File: src/rtl/vpf_pkg.sv
// Package: shared widths and the clamp rule for the vectorized stride
// prefetch generator. Assumes a 32-bit byte address space.
package vpf_pkg;

    localparam int ADDR_W = 32;

    typedef logic [ADDR_W-1:0] addr_t;

    // Turn a requested round count into a last-round index; 0 means one round.
    function automatic int unsigned last_round_idx(input int unsigned req,
                                                   input int unsigned max_rounds);
        if (req == 0)
            return 0;
        else if (req > max_rounds)
            return max_rounds - 1;
        else
            return req - 1;
    endfunction

endpackage

File: src/rtl/vpf_launch.sv
// Module: vpf_launch
// Accepts a trigger while the block is idle and captures the single vector
// descriptor that the whole run uses: the stride and the clamped last-round
// index. Assumes idle_i is low for the whole of a run.
module vpf_launch
    import vpf_pkg::*;
#(
    parameter int MAX_ROUNDS = 8,
    parameter int RCNT_W     = 4,
    localparam int RIDX_W    = (MAX_ROUNDS > 1) ? $clog2(MAX_ROUNDS) : 1
) (
    input  logic              clk,
    input  logic              rst_n,
    input  logic              idle_i,
    input  logic              trig_valid_i,
    input  addr_t             trig_stride_i,
    input  logic [RCNT_W-1:0] trig_rounds_i,
    output logic              take_o,
    output addr_t             stride_q_o,
    output logic [RIDX_W-1:0] last_round_o
);

    logic [RIDX_W-1:0] last_round_d;

    // Take a trigger only while nothing is in flight.
    assign take_o = trig_valid_i && idle_i;

    // Clamp the requested round count to 1..MAX_ROUNDS as a last index.
    always_comb begin
        last_round_d = RIDX_W'(last_round_idx(int'(trig_rounds_i), MAX_ROUNDS));
    end

    // Hold the descriptor for the whole run; reload only on an accepted trigger.
    always_ff @(posedge clk) begin
        if (!rst_n) begin
            stride_q_o   <= '0;
            last_round_o <= '0;
        end else if (take_o) begin
            stride_q_o   <= trig_stride_i;
            last_round_o <= last_round_d;
        end
    end

endmodule

File: src/rtl/vpf_walker.sv
// Module: vpf_walker
// Steps through lane and round indices for one vector run, one lane per
// accepted beat, and produces the busy flag and the completion pulse.
// Assumes take_i arrives only while busy_o is low.
module vpf_walker #(
    parameter int LANES      = 8,
    parameter int MAX_ROUNDS = 8,
    localparam int LANE_W    = (LANES > 1) ? $clog2(LANES) : 1,
    localparam int RIDX_W    = (MAX_ROUNDS > 1) ? $clog2(MAX_ROUNDS) : 1
) (
    input  logic              clk,
    input  logic              rst_n,
    input  logic              take_i,
    input  logic [RIDX_W-1:0] last_round_i,
    input  logic              ready_i,
    input  logic              abort_i,
    output logic              busy_o,
    output logic              fire_o,
    output logic [LANE_W-1:0] lane_o,
    output logic [RIDX_W-1:0] round_o,
    output logic              done_o
);

    localparam logic [LANE_W-1:0] LAST_LANE = LANE_W'(LANES - 1);

    logic end_of_round;
    logic end_of_run;

    // A beat is accepted when a run is active, the consumer is ready and no abort is pending.
    assign fire_o       = busy_o && ready_i && !abort_i;
    assign end_of_round = (lane_o == LAST_LANE);
    assign end_of_run   = end_of_round && (round_o == last_round_i);

    // Sequencer state: busy flag plus lane and round counters.
    always_ff @(posedge clk) begin
        if (!rst_n) begin
            busy_o  <= 1'b0;
            lane_o  <= '0;
            round_o <= '0;
        end else if (busy_o) begin
            if (abort_i) begin
                busy_o <= 1'b0;
            end else if (fire_o) begin
                if (end_of_run) begin
                    busy_o <= 1'b0;
                end else if (end_of_round) begin
                    lane_o  <= '0;
                    round_o <= round_o + 1'b1;
                end else begin
                    lane_o <= lane_o + 1'b1;
                end
            end
        end else if (take_i) begin
            busy_o  <= 1'b1;
            lane_o  <= '0;
            round_o <= '0;
        end
    end

    // Pulse completion on the cycle after the final beat is accepted.
    always_ff @(posedge clk) begin
        if (!rst_n)
            done_o <= 1'b0;
        else
            done_o <= fire_o && end_of_run;
    end

endmodule

File: src/rtl/vpf_addr.sv
// Module: vpf_addr
// Keeps one running address for the whole vector run. It loads base+stride
// when a trigger is taken and adds the stride on each accepted beat, so
// lane addresses never need a multiplier. Assumes load_i and step_i are
// never high on the same edge.
module vpf_addr
    import vpf_pkg::*;
(
    input  logic  clk,
    input  logic  rst_n,
    input  logic  load_i,
    input  addr_t base_i,
    input  addr_t load_stride_i,
    input  logic  step_i,
    input  addr_t stride_i,
    output addr_t addr_o
);

    // Running address; sums wrap modulo 2^32, which also covers signed strides.
    always_ff @(posedge clk) begin
        if (!rst_n)
            addr_o <= '0;
        else if (load_i)
            addr_o <= base_i + load_stride_i;
        else if (step_i)
            addr_o <= addr_o + stride_i;
    end

endmodule

File: src/rtl/vec_stride_prefetch.sv
// Module: vec_stride_prefetch
// Top level. Expands one striding load into LANES x rounds prefetch
// addresses and offers them one lane per beat over valid/ready. Assumes
// the consumer holds req_ready meaningful only while req_valid is high.
module vec_stride_prefetch
    import vpf_pkg::*;
#(
    parameter int LANES      = 8,
    parameter int MAX_ROUNDS = 8,
    parameter int RCNT_W     = 4,
    localparam int LANE_W    = (LANES > 1) ? $clog2(LANES) : 1,
    localparam int RIDX_W    = (MAX_ROUNDS > 1) ? $clog2(MAX_ROUNDS) : 1
) (
    input  logic              clk,
    input  logic              rst_n,
    input  logic              trig_valid,
    input  logic [31:0]       trig_base,
    input  logic [31:0]       trig_stride,
    input  logic [RCNT_W-1:0] trig_rounds,
    input  logic              abort,
    input  logic              req_ready,
    output logic              req_valid,
    output logic [31:0]       req_addr,
    output logic [LANE_W-1:0] req_lane,
    output logic [RIDX_W-1:0] req_round,
    output logic              busy,
    output logic              chain_done
);

    logic              take;
    logic              fire;
    addr_t             stride_q;
    logic [RIDX_W-1:0] last_round;

    vpf_launch #(
        .MAX_ROUNDS (MAX_ROUNDS),
        .RCNT_W     (RCNT_W)
    ) u_launch (
        .clk           (clk),
        .rst_n         (rst_n),
        .idle_i        (!busy),
        .trig_valid_i  (trig_valid),
        .trig_stride_i (trig_stride),
        .trig_rounds_i (trig_rounds),
        .take_o        (take),
        .stride_q_o    (stride_q),
        .last_round_o  (last_round)
    );

    vpf_walker #(
        .LANES      (LANES),
        .MAX_ROUNDS (MAX_ROUNDS)
    ) u_walker (
        .clk          (clk),
        .rst_n        (rst_n),
        .take_i       (take),
        .last_round_i (last_round),
        .ready_i      (req_ready),
        .abort_i      (abort),
        .busy_o       (busy),
        .fire_o       (fire),
        .lane_o       (req_lane),
        .round_o      (req_round),
        .done_o       (chain_done)
    );

    vpf_addr u_addr (
        .clk           (clk),
        .rst_n         (rst_n),
        .load_i        (take),
        .base_i        (trig_base),
        .load_stride_i (trig_stride),
        .step_i        (fire),
        .stride_i      (stride_q),
        .addr_o        (req_addr)
    );

    // A request is offered exactly while a run is active.
    assign req_valid = busy;

endmodule

File: config.mk
export PLATFORM = sky130hd
export DESIGN_NAME = vec_stride_prefetch
export DESIGN_NICKNAME = d
export VERILOG_FILES = /design/src/rtl/vpf_pkg.sv /design/src/rtl/vpf_launch.sv /design/src/rtl/vpf_walker.sv /design/src/rtl/vpf_addr.sv /design/src/rtl/vec_stride_prefetch.sv
export SDC_FILE = /design/constraint.sdc
export NUM_CORES = 1
export LEC_CHECK = 0
export ABC_AREA = 1
export BUFFER_PORTS_ARGS = -buffer_cell sky130_fd_sc_hd__buf_2
export CORE_MARGIN = 2
export CORE_UTILIZATION = 53
export CTS_CLUSTER_DIAMETER = 30
export DETAILED_ROUTE_END_ITERATION = 6
export PLACE_DENSITY = 0.81
export SYNTH_ARGS = -nofsm -noshare
export SYNTH_HDL_FRONTEND = slang
export SYNTH_HIERARCHICAL = 1
export SYNTH_SLANG_ARGS = --single-unit
export TNS_END_PERCENT = 20
File: constraint.sdc
create_clock -name clk -period 2.3 [get_ports clk]
set_input_delay 0 -clock clk [delete_from_list [all_inputs] [get_ports clk]]
set_output_delay 0 -clock clk [all_outputs]
set_load 0.02 [all_outputs]
# --- Word-level counts from Yosys, hierarchy flattened ---
# Index checks and enable logic that the tools add are counted.
totals:
  out_inout_bits: 41
  elab_cells: 51
  register_bits: 75
  in_bits: 73
op_classes:
  reduce_logical: 12
  n_lt_le_gt_ge: 1
  eq_ne: 6
  n_mux: 20
  n_addsub: 5
op_table:
  columns: ["cell", "count"]
  rows:
  - ["$add A32 B32 Y32", 2]
  - ["$mux W32", 2]
  - ["$mux W3", 13]
  - ["$ne A2 B2 Y1 const B", 4]
  - ["$add A3 B1 Y3 const B", 2]
  - ["$logic_and A1 B1 Y1", 5]
  - ["$mux W1", 5]
  - ["$reduce_and A5 Y1", 1]
  - ["$gt A4 B4 Y1 const B", 1]
  - ["$logic_not A4 Y1", 1]
  - ["$reduce_and A4 Y1", 1]
  - ["$reduce_bool A2 Y1", 2]
  - ["$eq A3 B3 Y1", 1]
  - ["$eq A3 B3 Y1 const B", 1]
  - ["$sub A3 B1 Y3 const B", 1]
  - ["$logic_not A1 Y1", 2]

# --- Longest topological paths before layout ---
logic_depth:
  depth_word: 6
  depth_mapped: 14
  mapped_depth_nobuf: 14

# --- Modules after synthesis ---
# Netlist, hierarchy kept.
modules_own_cells:
  columns: ["module", "seq_area_each_um2", "n_inst", "cells_per_inst", "area_per_inst_um2"]
  rows:
  - ["vpf_addr", 640.6, 1, 1081, 5891.9]
  - ["vpf_launch", 700.7, 1, 163, 1318.8]
  - ["vpf_walker", 160.2, 1, 87, 563.0]
  - ["vec_stride_prefetch", 0.0, 1, 2, 11.3]

# --- Worst setup path before layout ---
# Ideal clock, no wire load.
synth_path:
  path_type: "reg-to-reg"
  startpoint: "register u_walker.busy_o"
  endpoint: "register u_addr.addr_o[31]"
  setup_ns: 0.122
  path_buffers: 3
  arrival_ns: 1.761
  setup_slack_ns: 0.417
  path_stages_with_launch: 11
  t_required_ns: 2.178
  synth_period_minus_slack_ns: 1.883
  cell_sequence: "dfxtp_1 -> inv_1 -> nand2_4 -> inv_6 -> buf_12 -> buf_2 -> nor2_1 -> inv_1 -> clkbuf_1 -> o21ai_0 -> a21oi_2"
synth_between:
  elab_chain_cells: 3
  word_cells_on_any_way: 6
  cone_classes: "mux (1); reduce/logical (5)"
synth_lines:
  columns: ["item", "line", "source"]
  rows:
  - ["start: declaration", "vpf_walker.sv:17", "output logic busy_o,"]
  - ["start signal: assignment", "vpf_walker.sv:37", "busy_o <= 1'b0;"]
  - ["start signal: assignment", "vpf_walker.sv:42", "busy_o <= 1'b0;"]
  - ["start signal: assignment", "vpf_walker.sv:45", "busy_o <= 1'b0;"]
  - ["$logic_not A1 Y1 *", "vec_stride_prefetch.sv:41", ".idle_i (!busy),"]
  - ["$logic_and A1 B1 Y1 *", "vpf_launch.sv:26", "assign take_o = trig_valid_i && idle_i;"]
  - ["named net take", "vec_stride_prefetch.sv:30", "logic take;"]
  - ["$mux W32 / $reduce_bool A2 Y1 (equally long branches)", null, null]
  - ["end signal: assignment", "vpf_addr.sv:24", "addr_o <= base_i + load_stride_i;"]
  - ["end signal: assignment", "vpf_addr.sv:26", "addr_o <= addr_o + stride_i;"]
  - ["end: declaration", "vpf_addr.sv:16", "output addr_t addr_o"]
# Mark *: on every way through the listed nets, which the timed path passes. The rest lies on a longest branch.
# A chain may end at the register's enable or synchronous reset.

# --- Worst setup path after layout ---
layout_path:
  startpoint: "input port trig_stride[2]"
  endpoint: "register u_addr.addr_o[13]"
layout_between:
  elab_chain_cells: 2
layout_lines:
  columns: ["item", "line", "source"]
  rows:
  - ["start: declaration", "vec_stride_prefetch.sv:18", "input logic [31:0] trig_stride,"]
  - ["$add A32 B32 Y32", "vpf_addr.sv:24", null]
  - ["$mux W32", "vpf_addr.sv:23", "else if (load_i)"]
# No other way between the ends.

==> flow_summary.rst <==
.. list-table::
   :header-rows: 1

   * - Metric
     - Value
   * - Run status
     - finished clean
   * - Count of warnings emitted by yosys
     - 6
   * - Source-to-sink clock delay at the later pin of the worst-skew pair
     - 0.34 ns
   * - Input/output buffers
     - 113
   * - Layout Cell Area excl Fill
     - 0.00910 mm^2
   * - Number of antenna violations at the first check in global routing
     - 0
   * - Share of the core filled with cells
     - 0.631
   * - Count of placed standard cells in the final layout, fillers left out
     - 1662
   * - # IOs
     - 114
   * - Die height
     - 125 um
   * - FP Rows
     - 44
   * - Clk buf depth
     - 2
   * - Number of cells on the worst reg-to-reg path
     - 12
   * - Remaining number of nets flagged by the antenna check after routing
     - 0
   * - Unrepaired setup endpoints after global routing
     - no
   * - Type of element capturing the critical path
     - flip-flop
   * - Relative slew slack
     - 0.605
   * - Die Wd
     - 125 um
   * - Worst EP arrival
     - 2.30 ns
   * - Vias in the first global route
     - 8090
   * - NetSw
     - 2.00 mW
   * - Peak clock frequency supported by timing
     - 0.480 GHz
   * - Initial drt markers
     - 1068
   * - H-tree depth reported by CTS
     - 3
   * - Synthesized area per cell
     - 5.84 um^2
   * - Num CTS Buffers
     - 9
   * - Number of clock sinks
     - 75
   * - Max-cap check violation count
     - 0
   * - Global route total overflow
     - 0
   * - Clock tree skew after final layout
     - 0.0103 ns
   * - P_int
     - 2.96 mW
   * - Post-route DRC
     - 0
   * - Global-route usage over all layers
     - 0.315
   * - Hold slack final
     - 0.0573 ns
   * - Minimum clock period
     - 2.08 ns
   * - Clock input transition at the sequential cells of the worst setup and hold paths
     - 0.06 ns
   * - Dpl ws
     - 0.365 ns
   * - CP max FO
     - 5
   * - Cell area reported after detailed placement
     - 0.00849 mm^2
   * - Critical setup path kind
     - primary input to flip-flop
   * - Clock root buffer
     - clkbuf_16
   * - Wire length of the first global-routing pass
     - 39900 um
   * - P_leak
     - 5.04 nW
   * - Worst path required time
     - 2.51 ns
   * - Post-synthesis sequential area ratio
     - 0.193
   * - Clock share of power
     - 0.293
   * - Area inside the core boundary
     - 0.0144 mm^2
   * - Final Total Pwr
     - 4.95 mW
   * - Final weighted congestion in routability-driven placement
     - 1.02
   * - Number of diodes
     - 0
   * - Layout Area Growth over Synthesis
     - 16.9%
   * - Fraction of final layout cells with drive strength greater than 1
     - 0.156
   * - Vias after detailed routing
     - 9023
   * - Flip-flop and latch count after synthesis
     - 75
   * - Post-Route Setup TNS
     - 0 ns
   * - Top_reg_cell synth
     - dfxtp_1
   * - Nets in the synthesized netlist
     - 1474
   * - Peak supply drop
     - 0.367 mV
   * - Pin count of the biggest net entering global routing
     - 45
   * - Via-to-Cell Ratio
     - 5.43
   * - Detailed placer's ending HPWL
     - 19500 um
   * - Routed wire per std cell
     - 15.1 um
   * - Cell count of the worst hold path
     - 4
   * - TritonCTS clock tree
     - yes
   * - Sw frac
     - 0.403
   * - Initial Util
     - 0.540
   * - Gate power share
     - 0.394
   * - Final setup viols
     - 0
   * - Final Worst Setup Slack
     - 0.216 ns
   * - Worst hold path type
     - primary input to flip-flop
   * - Final hold violation count
     - 0
   * - Routed Wire Length
     - 25000 um
   * - Instance count after placement with tap cells included
     - 1614
   * - Number of synthesized flops with an enable pin
     - 0
   * - Final Max Slew Viols
     - 0
   * - Layout Nets
     - 1614
   * - Number of fill cells
     - 1409
   * - Post-synthesis async set-or-reset flop share
     - 0
   * - 1st-pass router iterations
     - 6
   * - Count of mapped cells out of synthesis
     - 1333
   * - Sequential group share of total power
     - 0.313
   * - Actual transition at the worst max-transition pin
     - 0.593 ns
   * - Total standard cell area after synthesis
     - 0.00778 mm^2
   * - CP startpoint kind
     - primary input
   * - Die ar.
     - 0.0157 mm^2
   * - Total power density per cell area
     - 544 mW/mm^2
   * - Distinct cells, synth
     - 45
   * - Post-CTS resize count
     - 0
   * - Part of the cycle the worst path needs
     - 0.906
==> Yosys cell counts (all sizes together) (5+ instances only) <==
cell / n / share of area
a21oi: 94 / 0.064
a31oi: 5 / 0.0040
and2: 6 / 0.0048
buf: 18 / 0.018
clkbuf: 7 / 0.0035
dfxtp: 75 / 0.19
ha: 66 / 0.11
inv: 214 / 0.10
nand2: 436 / 0.22
nand3: 86 / 0.060
nand3b: 5 / 0.0064
nand4: 17 / 0.014
nor2: 167 / 0.090
nor3: 9 / 0.0077
o21ai: 90 / 0.060
o21bai: 12 / 0.013
xnor2: 5 / 0.0056
xor2: 9 / 0.010
==> cell families after synthesis <==
group                      share of synthesized area
AOI/OAI and AO/OA                              0.148
DFF                                            0.193
adders and majority gates                      0.111
and+or+nand+nor                                0.407
xor gates and xnor gates                      0.0158
buffers and inverters                          0.126
==> routing by layer <==
layer  share of wire  global-route usage
met3           0.090              0.0355
met4           0.031               0.112
met2            0.44               0.496
met5               0                   0
met1            0.44               0.446
==> cell type report <==
type,instances,area [um^2],share of cell area
Inverter,214,808,0.0888
Tap cell,184,230,0.0253
Timing Repair Buffer,154,966,0.106
Multi-Input combinational cell,1019,5300,0.583
Clock inverter,6,65.1,0.00715
Clock buffer,10,229,0.0252
Sequential cell,75,1500,0.165
==> power groups by stage <==
| stage | sequential (mW) | clock [mW] | combinational [mW] |
|---|---|---|---|
| floorplan | 1.63 | 0 | 1.26 |
| detailed placement | 1.57 | 0 | 1.85 |
| global route | 1.57 | 1.52 | 2.16 |
| CTS | 1.55 | 1.45 | 1.90 |
| global placement | 1.57 | 0 | 1.82 |
| finish | 1.55 | 1.45 | 1.95 |
==> placed cells by master (no fill, tap or decap), types with 5 or more instances in the layout <==
cell           Yosys  layout
a21oi_1           87      87
a21oi_2            7       7
a31oi_1            5       5
and2_1             5       5
buf_2              9     113
buf_4              1       8
clkbuf_16          0       9
dfxtp_1           75      75
dlygate4sd3_1      0      32
ha_1              66      66
inv_1            201     201
inv_2             12      12
nand2_1          405     405
nand2_2           29      29
nand3_1           78      78
nand3_2            8       8
nand4_1           17      17
nor2_1           142     142
nor2_2            23      23
nor3_1             6       6
o21ai_0           77      77
o21ai_1           11      11
o21bai_1          11      11
xnor2_1            5       5
xor2_1             9       9
==> critical path: stages <==
cell and delay [ns]:
dlygate4sd3_1 0.55, buf_2 0.14, ha_1 0.33, a21oi_1 0.17, nand2_2 0.11, nand2_1 0.09
nand2_2 0.07, nand3_1 0.07, nand2_1 0.12, o21ai_0 0.48, a21oi_1 0.14
==> sequential cells by signal (all words and copies together) (netlist names) <==
name,count
u_walker/round_o,3
u_launch/last_round_o,3
u_walker/busy_o,1
u_addr/addr_o,32
u_walker/done_o,1
u_launch/stride_q_o,32
u_walker/lane_o,3
==> path summary, 6_finish.rpt <==
kind / start / end / slack [ns]
worst max-delay path: trig_stride[2] / u_addr/addr_o[13] / 0.22
worst min-delay path: req_ready / u_walker/busy_o / 0.06
worst max register to register: u_launch/stride_q_o[0] / u_addr/addr_o[24] / 0.27
worst min register to register: u_launch/last_round_o[0] / u_launch/last_round_o[0] / 0.47
==> timing repair <==
| action | 4_1_cts | 5_1_grt |
|---|---|---|
| setup buffers | 0 | 0 |
| setup endpoints to repair | 0 | 0 |
| hold endpoints to repair | 32 | 0 |
| hold buffers | 32 | 0 |
(Power assumes the default switching activity.)
